### config.mk
export PLATFORM = sky130hd
export DESIGN_NAME = ldst_addr_gen
export DESIGN_NICKNAME = d
export VERILOG_FILES = /design/src/rtl/ldst_addr_pkg.sv /design/src/rtl/ldst_offset_alu.sv /design/src/rtl/ldst_mode_sel.sv /design/src/rtl/ldst_addr_gen.sv
export SDC_FILE = /design/constraint.sdc
export NUM_CORES = 1
export LEC_CHECK = 0
export BUFFER_PORTS_ARGS = -buffer_cell sky130_fd_sc_hd__clkbuf_2
export CAP_MARGIN = 10
export CORE_MARGIN = 3
export CORE_UTILIZATION = 50
export CTS_BUF_LIST = sky130_fd_sc_hd__clkbuf_2
export DETAILED_ROUTE_END_ITERATION = 8
export PLACE_DENSITY = 0.76
export SLEW_MARGIN = 25
export SYNTH_ARGS = -nofsm -noshare
export SYNTH_HDL_FRONTEND = slang
export SYNTH_SLANG_ARGS = --single-unit
### constraint.sdc
create_clock -name clk -period 8.35 [get_ports clk]
set_input_delay 2.505 -clock clk [delete_from_list [all_inputs] [get_ports clk]]
set_output_delay 2.505 -clock clk [all_outputs]
set_load 0.02 [all_outputs]
### src/rtl/ldst_addr_pkg.sv
package ldst_addr_pkg;

    typedef enum logic [1:0] {
        IX_OFFSET = 2'b00,
        IX_PRE    = 2'b01,
        IX_POST   = 2'b10,
        IX_ALIAS  = 2'b11
    } ix_mode_e;

endpackage

### src/rtl/ldst_offset_alu.sv
module ldst_offset_alu #(
    parameter int ADDR_W = 32,
    parameter int OFS_W  = 12
) (
    input  logic [ADDR_W-1:0] base_i,
    input  logic [OFS_W-1:0]  ofs_i,
    input  logic              sub_i,
    output logic [ADDR_W-1:0] sum_o
);

    logic [ADDR_W-1:0] ofs_ext;

    generate
        if (OFS_W < ADDR_W) begin : g_zext
            localparam int PAD_W = ADDR_W - OFS_W;
            assign ofs_ext = {{PAD_W{1'b0}}, ofs_i};
        end else begin : g_trunc
            assign ofs_ext = ofs_i[ADDR_W-1:0];
        end
    endgenerate

    // Modulo 2^ADDR_W arithmetic; the carry out is discarded.
    always_comb begin
        if (sub_i) begin
            sum_o = base_i - ofs_ext;
        end else begin
            sum_o = base_i + ofs_ext;
        end
    end

endmodule

### src/rtl/ldst_mode_sel.sv
module ldst_mode_sel
    import ldst_addr_pkg::*;
#(
    parameter int ADDR_W = 32
) (
    input  logic [1:0]        mode_i,
    input  logic [ADDR_W-1:0] base_i,
    input  logic [ADDR_W-1:0] sum_i,
    output logic [ADDR_W-1:0] addr_o,
    output logic              wb_o
);

    ix_mode_e mode;
    assign mode = ix_mode_e'(mode_i);

    always_comb begin
        addr_o = sum_i;
        wb_o   = 1'b0;
        unique case (mode)
            IX_PRE: begin
                addr_o = sum_i;
                wb_o   = 1'b1;
            end
            IX_POST: begin
                addr_o = base_i;
                wb_o   = 1'b1;
            end
            IX_OFFSET, IX_ALIAS: begin
                addr_o = sum_i;
                wb_o   = 1'b0;
            end
            default: begin
                addr_o = sum_i;
                wb_o   = 1'b0;
            end
        endcase
    end

endmodule

### src/rtl/ldst_addr_gen.sv
module ldst_addr_gen #(
    parameter int ADDR_W = 32,
    parameter int OFS_W  = 12
) (
    input  logic              clk,
    input  logic              rst_n,
    input  logic              req,
    input  logic [ADDR_W-1:0] base_val,
    input  logic [OFS_W-1:0]  imm_ofs,
    input  logic              ofs_sub,
    input  logic [1:0]        idx_mode,
    output logic [ADDR_W-1:0] acc_addr,
    output logic              wb_en,
    output logic [ADDR_W-1:0] wb_value,
    output logic              done
);

    typedef struct packed {
        logic [ADDR_W-1:0] addr;
        logic [ADDR_W-1:0] wbv;
        logic              wbe;
        logic              dn;
    } out_st_t;

    out_st_t st_d, st_q;

    logic [ADDR_W-1:0] sum_w;
    logic [ADDR_W-1:0] addr_w;
    logic              wbe_w;

    ldst_offset_alu #(
        .ADDR_W(ADDR_W),
        .OFS_W (OFS_W)
    ) u_alu (
        .base_i(base_val),
        .ofs_i (imm_ofs),
        .sub_i (ofs_sub),
        .sum_o (sum_w)
    );

    ldst_mode_sel #(
        .ADDR_W(ADDR_W)
    ) u_sel (
        .mode_i(idx_mode),
        .base_i(base_val),
        .sum_i (sum_w),
        .addr_o(addr_w),
        .wb_o  (wbe_w)
    );

    always_comb begin
        st_d     = st_q;
        st_d.dn  = req;
        st_d.wbe = 1'b0;
        if (req) begin
            st_d.addr = addr_w;
            st_d.wbv  = sum_w;
            st_d.wbe  = wbe_w;
        end
    end

    always_ff @(posedge clk) begin
        if (!rst_n) begin
            st_q <= '0;
        end else begin
            st_q <= st_d;
        end
    end

    assign acc_addr = st_q.addr;
    assign wb_value = st_q.wbv;
    assign wb_en    = st_q.wbe;
    assign done     = st_q.dn;

    // Assertions
    p_done_after_req_r8: assert property (@(posedge clk) disable iff (!rst_n)
        req |=> done);
    p_idle_no_done_r8: assert property (@(posedge clk) disable iff (!rst_n)
        !req |=> (!done && !wb_en));
    p_idle_hold_r8: assert property (@(posedge clk) disable iff (!rst_n)
        !req |=> ($stable(acc_addr) && $stable(wb_value)));
    p_wb_with_done_r7: assert property (@(posedge clk) disable iff (!rst_n)
        wb_en |-> done);
    p_offset_no_wb_r2: assert property (@(posedge clk) disable iff (!rst_n)
        (req && (idx_mode == 2'b00 || idx_mode == 2'b11)) |=> !wb_en);
    p_pre_same_r3: assert property (@(posedge clk) disable iff (!rst_n)
        (req && idx_mode == 2'b01) |=> (wb_en && acc_addr == wb_value));
    p_post_base_r4: assert property (@(posedge clk) disable iff (!rst_n)
        (req && idx_mode == 2'b10) |=> (wb_en && acc_addr == $past(base_val)));
    p_reset_clear_r9: assert property (@(posedge clk)
        !rst_n |=> (!done && !wb_en && acc_addr == '0 && wb_value == '0));

endmodule

==> results of run 1 <==
state kept, by name, summed over array words and instances, names as in the netlist:
register  flops
wb_en         1
wb_value     32
done          1
acc_addr     32
cell type report:
| class | instances | share of cell area |
|---|---|---|
| clock buffers | 10 | 0.00972 |
| clock inverters | 6 | 0.00656 |
| inverters | 21 | 0.0153 |
| multi-input cells | 427 | 0.570 |
| flip-flops and latches | 66 | 0.257 |
| well taps | 105 | 0.0255 |
| repair buffers | 118 | 0.116 |
tightest hold or removal path, delay by kind of cell (launching register included):
kind | cells | cell delay [ns]
flip-flops | 1 | 0.35
AND/OR/NAND/NOR | 1 | 0.07
AO/OA/AOI/OAI | 1 | 0.05
power by group:
| part | internal, mW | leakage, nW | total (mW) | switching, mW |
|---|---|---|---|---|
| clock network | 0.0376 | 0.0551 | 0.157 | 0.119 |
| logic | 0.142 | 1.93 | 0.368 | 0.227 |
| registers | 0.352 | 0.547 | 0.372 | 0.0206 |
| total | 0.531 | 2.53 | 0.897 | 0.366 |
placed cells by master (no fill, tap or decap), drive strengths merged, types with 5 or more instances in the layout:
cell type | netlist | routed
nand3 | 20 | 20
nor2b | 5 | 5
o21bai | 5 | 5
nor3 | 10 | 10
nand4 | 5 | 5
mux2i | 34 | 34
nand2 | 39 | 39
xor2 | 7 | 7
o21ai | 29 | 29
ha | 34 | 34
a211oi | 17 | 17
clkbuf | 26 | 124
xnor2 | 29 | 29
dfxtp | 66 | 66
a21oi | 39 | 39
inv | 19 | 19
nor2 | 57 | 57
o211ai | 8 | 8
clkinv | 2 | 6
a311oi | 6 | 6
a21o | 28 | 28
a31oi | 12 | 12
layer usage:
metal | vias up | routed length, um | global-route usage
li1 | 2178 | - | -
met1 | 2048 | 6220 | 0.385
met2 | 178 | 5720 | 0.396
met3 | 16 | 949 | 0.0452
met4 | 0 | 173 | 0.0808
met5 | - | 0 | 0
worst max-delay path by stage:
stage,from,endpoint,slack [ns],depth (start not counted)
after CTS,imm_ofs[1],acc_addr[22]$_SDFFE_PN0P_,2.38,15
final,imm_ofs[1],acc_addr[22]$_SDFFE_PN0P_,2.26,15
after global routing,imm_ofs[1],acc_addr[26]$_SDFFE_PN0P_,1.97,15
after detailed placement,imm_ofs[1],acc_addr[26]$_SDFFE_PN0P_,1.86,15
after global placement,imm_ofs[1],wb_value[29]$_SDFFE_PN0P_,2.01,16
after floorplan,imm_ofs[5],wb_value[29]$_SDFFE_PN0P_,2.47,16
kinds of logic (layout without fill, tap and decap cells):
| family | Yosys count | in the layout |
|---|---|---|
| DFF | 66 | 66 |
| muxes | 34 | 34 |
| adders and majority gates | 35 | 35 |
| and+or+nand+nor | 159 | 159 |
| AOI/OAI and AO/OA | 163 | 163 |
| buffers and inverters | 49 | 155 |
| xor gates and xnor gates | 36 | 36 |
stage by stage:
| stage | setup slack [ns] | utilization | area, um2 |
|---|---|---|---|
| final | 2.26 | 0.611 | 5150 |
| after global routing | 1.97 | 0.611 | 5150 |
| after CTS | 2.38 | 0.611 | 5150 |
| after detailed placement | 1.86 | 0.601 | 5060 |
| after global placement | 2.01 | 0.601 | 5060 |
| after floorplan | 2.47 | - | 4440 |
==> flow_summary.ini, run 1 <==
[setup_path]
crit_arrival_ns = 6.54
crit_buf_inv = 1
reg2reg_to = wb_value[23]$_SDFFE_PN0P_
critical_path.max_stage_delay_ns = 0.62
reg2reg_depth = 3
worstPathRequired_ns = 8.80
path_max_fanout = 7
end_kind = flip-flop
r2r_start = wb_value[23]$_SDFFE_PN0P_
critical-path-top-delay-family = compound AO/OA/AOI/OAI gates
crit_chain = clkbuf_2, nor3_1, nor4b_2, nor3b_1, ha_1, mux2i_1, ha_1, a21o_1, a2111oi_1, a31o_2, o21ba_2, o21ai_2, xor2_1, mux2i_1, a211oi_1
worstSetupPathType = in2reg
regToRegSetupSlack_ns = 7.54
slowest_stage = nor4b_2
startpoint_type = input pin

[global_route]
grt_pass1_vias = 4149
overflow = 0
antenna_found_initial = 0
grt_first_pass_wirelength_um = 21200
grt_use_total = 0.264
grt_max_degree = 90

[yosys]
synth_xor_area_frac = 0.0710
synth_area_um2 = 4440
synth_area_leaders = dfxtp_1 30%, ha_1 9.6%, mux2i_1 7.7%, xnor2_1 5.7%, nor2_1 4.8%
yosys-top-cells-count = 66 x dfxtp_1, 57 x nor2_1, 39 x a21oi_1, 39 x nand2_1
yosys.area.top_type = dfxtp_1
avgSynthCellArea_um2 = 8.19
synth_edf_count = 0
yosys_register_bits = 66
yosysSeqAreaShare = 0.298
synth_top_flop_cell = dfxtp_1
synth-compound-area-share = 0.245
syn_nets = 627
synthMuxAreaShare = 0.0766
yosysWarnings = 0
synth_top_family_by_area = compound AO/OA/AOI/OAI gates
ys_async_sr_fraction = 0
synth_top_area_share = 0.298
synth.most_common_cell = dfxtp_1
synth_cell_type_count = 57
synth-simple-area-share = 0.168
synth_fa_ha_area_frac = 0.100
synthCells = 542

[detailed_routing]
routedWlPerCell_um = 17.3
drt_iter0_markers = 320
drt-total-wl_um = 13100
route.detailed.drc = 0
dr_total_vias = 4420
avgViaCountPerCell = 5.87
drt_pass1_iterations = 5
drt.antenna.violating_nets = 0

[timing]
fin_skew_ns = 0
finalMaxSlewViolations = 0
setup_viol = 0
fmax_mhz = 164
rsz0062_at_grt = false
tns_ns = 0
fin_hold_ws_ns = 0.491
hold_violations = 0
slew-limit-headroom = 0.303
post-route-period-util = 0.730
worstMarginPinSlew_ns = 1.04
fin_crit_ns = 6.09

[layout]
antenna_cells = 0
fin_cells = 753
drive_above_1_share = 0.222
fin_nets = 728
area_growth_pct = 15.9
fill_cells = 790
regArea_um2 = 1320
multi_input_comb_area_um2 = 2930

[floorplan]
die_w_um = 100
die_y_um = 100
pin_count = 116
core_um2 = 8420
die_area_um2 = 10000
num_rows = 33
initial_core_util = 0.527

[clock_tree]
ctsResizeCount = 0
cts_setup_buffers = 0
cts.sinks = 66
h-tree-depth = 3
cts_root_buf = clkbuf_2
tritoncts = yes
cts_max_path_buffers = 2
cts_hold_buf = 0
worstSkewPairLatency_ns = 0.52
clkTransAtPathRegs_ns = 0.19
numCtsBuffers = 9

[place]
gp_congestion = 0.902
place_inst = 737
port_buffers = 115
dp.final_hpwl_um = 10100

[pwr]
power_leakage_nw = 2.53
total_power_mw = 0.897
peakVddDrop_mv = 0.0944
pwr_density_cell_nw_per_um2 = 174

[worst_hold_path]
hold_start = wb_value[31]$_SDFFE_PN0P_
hold-path-cell-count = 2
hold_end = wb_value[31]$_SDFFE_PN0P_
hp-class = reg2reg

[status]
status = finished, final reports clean

[flow_run]
cap_violations = 0
(Power assumes the default switching activity.)
==> run 2, diff against run 1 <==
==> constraint.sdc (replaced) <==
create_clock -name clk -period 6 [get_ports clk]
set_input_delay 1.8 -clock clk [delete_from_list [all_inputs] [get_ports clk]]
set_output_delay 1.8 -clock clk [all_outputs]
set_load 0.02 [all_outputs]
==> run 2 against run 1 <==
Net effect: sequential cell count did not move; critical path depth rose by 1; cell count rose by 0.27%; count of clock-buffer cells in the layout fell by 1; non-clock buffer count rose by 3; combinational power rose by 39%; register-to-register slack got worse by 2.3 ns; via count rose by 0.97%; utilization rose by 0.22 points; sequential power rose by 39%; worst setup slack got worse by 1.4 ns; critical path type unchanged.
==> flow_summary.ini, run 2 (synthesis gave the netlist of run 1 again) <==
[timing]
fin_hold_ws_ns = 0.488
fin_crit_ns = 5.18
tns_ns = 0
rsz0062_at_grt = false
worstMarginPinSlew_ns = 0.666
hold_violations = 0
setup_viol = 0
post-route-period-util = 0.863
fmax_mhz = 193
finalMaxSlewViolations = 0
slew-limit-headroom = 0.556
fin_skew_ns = 0
setup_ws_ns = 0.823

[detailed_routing]
routedWlPerCell_um = 17.1
drt_pass1_iterations = 6
avgViaCountPerCell = 5.91
drt-total-wl_um = 12900
route.detailed.drc = 0
dr_total_vias = 4463
drt_iter0_markers = 304
drt.antenna.violating_nets = 0

[pwr]
p_sw_mw = 0.514
netSwitchingFraction = 0.411
total_power_mw = 1.25
combPwrFrac = 0.411
power_leakage_nw = 2.55
p_clk_frac = 0.175
pwr_density_cell_nw_per_um2 = 242
power_frac_seq = 0.414
peakVddDrop_mv = 0.138
internal_power_mw = 0.735

[global_route]
overflow = 0
grt_first_pass_wirelength_um = 20400
antenna_found_initial = 0
grt_use_total = 0.256
grt_max_degree = 56
grt_pass1_vias = 4000

[setup_path]
path_max_fanout = 5
slowest_stage = a2111oi_1
worstSetupPathType = in2reg
worstPathRequired_ns = 6.43
reg2reg_to = acc_addr[7]$_SDFFE_PN0P_
startpoint_type = input pin
r2r_start = acc_addr[7]$_SDFFE_PN0P_
crit_arrival_ns = 5.60
reg2reg_depth = 2
end_kind = flip-flop
crit_chain = clkbuf_2, nor3_1, nand2_1, nor4b_2, nor3b_1, ha_1, mux2i_1, ha_1, a21o_1, a2111oi_1, a31o_2, o21ba_2, o21ai_2, xor2_1, mux2i_1, a211oi_1
critPathLaunch = imm_ofs[5]
regToRegSetupSlack_ns = 5.20
endpoint = acc_addr[22]$_SDFFE_PN0P_
critical_path.max_stage_delay_ns = 0.46

[status]
status = finished, final reports clean

[layout]
antenna_cells = 0
final_cell_mix = 123 x clkbuf_2, 66 x dfxtp_1, 57 x nor2_1, 39 x nand2_1, 39 x a21oi_1
final_common_cell = clkbuf_2
fill_cells = 796
area_growth_pct = 16.3
drive_above_1_share = 0.226
fin_nets = 731

[floorplan]
num_rows = 33
core_um2 = 8420
initial_core_util = 0.527
die_w_um = 100
die_y_um = 100
pin_count = 116
die_area_um2 = 10000

[flow_run]
cap_violations = 0

[clock_tree]
cts.sinks = 66
numCtsBuffers = 9
clkTransAtPathRegs_ns = 0.18
worstSkewPairLatency_ns = 0.51
cts_setup_buffers = 0
cts_root_buf = clkbuf_2
ctsResizeCount = 0
h-tree-depth = 3
cts_hold_buf = 0
tritoncts = yes
cts_max_path_buffers = 2

[place]
port_buffers = 115
dp.final_hpwl_um = 10100
pre_cts_slack_ns = 0.372
gp_congestion = 0.901

[worst_hold_path]
hp-class = reg2reg
run 2: cell types whose count changed in the layout (fill, tap and decap cells not counted):
| cell | change |
|---|---|
| buf_4 | +3 |
| clkinv_1 | -1 |
| clkbuf_2 | -1 |
| clkinv_2 | +1 |
run 2: routing by layer:
metal | vias up | GRT usage | routed length [um]
li1 | 2192 | - | -
met1 | 2083 | 0.372 | 6040
met2 | 176 | 0.389 | 5650
met3 | 12 | 0.0486 | 1090
met4 | 0 | 0.0653 | 133
met5 | - | 0 | 0
run 2: worst min path at each step:
stage | start | end | depth (start not counted)
6_report | wb_value[28]$_SDFFE_PN0P_ | wb_value[28]$_SDFFE_PN0P_ | 2
5_1_grt | wb_value[27]$_SDFFE_PN0P_ | wb_value[27]$_SDFFE_PN0P_ | 2
4_1_cts | wb_value[0]$_SDFFE_PN0P_ | wb_value[0]$_SDFFE_PN0P_ | 2
3_5_place_dp | wb_value[0]$_SDFFE_PN0P_ | wb_value[0]$_SDFFE_PN0P_ | 2
3_3_place_gp | wb_value[27]$_SDFFE_PN0P_ | wb_value[27]$_SDFFE_PN0P_ | 2
2_1_floorplan | wb_value[27]$_SDFFE_PN0P_ | wb_value[27]$_SDFFE_PN0P_ | 2
run 2: critical path: cells and delay by family:
kind                     cells  cell delay [ns]
XOR/XNOR                     1             0.32
buffers and inverters        1             0.10
multiplexers                 2             0.31
adder cells (fa/ha/maj)      2             0.58
AO/OA/AOI/OAI                6             1.49
AND/OR/NAND/NOR              4             0.99
run 2: power groups by stage:
stage	Clock, mW	Sequential (mW)	Combinational (mW)
floorplan	0	0.584	0.298
global placement	0	0.524	0.501
detailed placement	0	0.526	0.508
CTS	0.228	0.517	0.510
global route	0.242	0.523	0.566
finish	0.219	0.517	0.513
run 2: metrics by stage:
step,std cells,cell area (um2),utilization
after detailed placement,740,5090,0.604
after global placement,740,5090,0.604
after global routing,755,5170,0.613
final,755,5170,0.613
after CTS,755,5170,0.613
after floorplan,542,4440,-
run 2: area by class of cell:
class | count | area, um2 | share of cell area
Clock inverter | 6 | 35.0 | 0.00678
Timing Repair Buffer | 121 | 621 | 0.120
Inverter | 21 | 78.8 | 0.0153
Multi-Input combinational cell | 427 | 2930 | 0.568
Sequential cell | 66 | 1320 | 0.256
Tap cell | 105 | 131 | 0.0254
Clock buffer | 9 | 45.0 | 0.00872
==> run 3, diff against run 2 <==
--- a/config.mk
+++ b/config.mk
@@ -7,7 +7,6 @@
 export LEC_CHECK = 0
 export BUFFER_PORTS_ARGS = -buffer_cell sky130_fd_sc_hd__clkbuf_2
 export CAP_MARGIN = 10
-export CORE_MARGIN = 3
 export CORE_UTILIZATION = 50
 export CTS_BUF_LIST = sky130_fd_sc_hd__clkbuf_2
 export DETAILED_ROUTE_END_ITERATION = 8
==> constraint.sdc (replaced) <==
create_clock -name clk -period 6 [get_ports clk]
set_input_delay 1.8 -clock clk [delete_from_list [all_inputs] [get_ports clk]]
set_output_delay 1.8 -clock clk [all_outputs]
set_load 0.01 [all_outputs]
==> run 3 against run 2 <==
Net effect: power is 0.86% lower; utilization fell by 1.4 points; cell area rose by 0.63%; sequential share of layout area fell by 0.16 points; cell count up 0.66%; combinational power shrank 6.6%; hold slack worse by 0.0050 ns.
==> flow_summary.ini, run 3 (synthesis gave the netlist of run 1 again) <==
[global_route]
grt_max_degree = 89
overflow = 0
antenna_found_initial = 0
grt_use_total = 0.288
grt_pass1_vias = 4035
grt_first_pass_wirelength_um = 20200

[detailed_routing]
dr_total_vias = 4457
drt_iter0_markers = 237
routedWlPerCell_um = 16.9
avgViaCountPerCell = 5.86
drt_pass1_iterations = 5
drt.antenna.violating_nets = 0
route.detailed.drc = 0
drt-total-wl_um = 12900

[timing]
rsz0062_at_grt = false
hold_violations = 0
fmax_mhz = 201
tns_ns = 0
fin_skew_ns = 0
fin_crit_ns = 4.99
worstMarginPinSlew_ns = 0.957
setup_viol = 0
finalMaxSlewViolations = 0
post-route-period-util = 0.831
slew-limit-headroom = 0.362

[clock_tree]
cts_root_buf = clkbuf_2
worstSkewPairLatency_ns = 0.51
clkTransAtPathRegs_ns = 0.23
h-tree-depth = 3
cts_hold_buf = 0
tritoncts = yes
cts_max_path_buffers = 2
numCtsBuffers = 9
ctsResizeCount = 0
cts_setup_buffers = 0
cts.sinks = 66

[pwr]
power_leakage_nw = 2.55
pwr_density_cell_nw_per_um2 = 238
total_power_mw = 1.24
peakVddDrop_mv = 0.137

[setup_path]
slowest_stage = ha_1
startpoint_type = input pin
worstSetupPathType = in2reg
worstPathRequired_ns = 6.45
end_kind = flip-flop
crit_arrival_ns = 5.43
critical_path.max_stage_delay_ns = 0.34
path_max_fanout = 6
crit_chain = clkbuf_2, nor3_1, nand2_1, nor2_1, nand2_1, nor2_1, a21o_1, ha_1, a21oi_1, o21ai_1, a21o_1, a31oi_1, a211oi_1, o21a_1, o211a_1, o31a_1, a32o_1

[layout]
fin_nets = 732
antenna_cells = 0
final_common_cell = clkbuf_2
drive_above_1_share = 0.229
fin_cells = 760
final_cell_mix = 123 x clkbuf_2, 66 x dfxtp_1, 57 x nor2_1, 39 x nand2_1, 39 x a21oi_1
post-route-util = 0.599
fill_cells = 816
area_growth_pct = 17.1

[floorplan]
die_area_um2 = 9260
num_rows = 34
initial_core_util = 0.512
die_w_um = 96.2
pin_count = 116
core_um2 = 8680
die_y_um = 96.2

[place]
place_inst = 744
dp.final_hpwl_um = 9920
port_buffers = 115
gp_congestion = 0.951

[status]
status = finished, final reports clean

[worst_hold_path]
hp-class = reg2reg

[flow_run]
cap_violations = 0
run 3: worst paths after layout:
kind,from,end,slack [ns],depth (start not counted)
worst max-delay path,imm_ofs[4],wb_value[29]$_SDFFE_PN0P_,1.01,17
worst min register to register,wb_value[27]$_SDFFE_PN0P_,wb_value[27]$_SDFFE_PN0P_,0.48,2
worst max register to register,acc_addr[12]$_SDFFE_PN0P_,acc_addr[12]$_SDFFE_PN0P_,5.20,2
worst min-delay path,wb_value[27]$_SDFFE_PN0P_,wb_value[27]$_SDFFE_PN0P_,0.48,2
run 3: stage by stage:
step	hold slack, ns	instance area, um2	worst slack (ns)
after floorplan	0.490	4440	0.828
after global placement	0.463	5100	0.551
after detailed placement	0.459	5100	0.526
after CTS	0.486	5200	1.07
after global routing	0.515	5200	0.795
final	0.483	5200	1.01
run 3: final cells by class:
class,instances,area [um2],area share
clock buffer,9,45.0,0.00866
clock inverter,7,53.8,0.0103
inverter,21,78.8,0.0152
multi-input combinational,427,2930,0.564
sequential,66,1320,0.254
tap,108,135,0.0260
timing repair buffer,122,631,0.121
run 3: power breakdown:
group          leakage [nW]  internal, mW  switching (mW)
clock network        0.0549        0.0569           0.186
logic                  1.95         0.198           0.281
registers             0.547         0.490          0.0274
total                  2.55         0.745           0.494
run 3: metal layers:
layer  track usage  share of wire  wire length (um)
met1         0.416           0.48              6210
met2         0.418           0.43              5480
met3        0.0561          0.066               846
met4         0.106          0.026               334
met5             0              0                 0
run 3: worst max-delay path, delay by kind of cell:
kind | cells | cell delay (ns)
AO/OA/AOI/OAI | 10 | 2.20
adder cells (fa/ha/maj) | 1 | 0.34
buffers and inverters | 1 | 0.11
AND/OR/NAND/NOR | 5 | 0.97
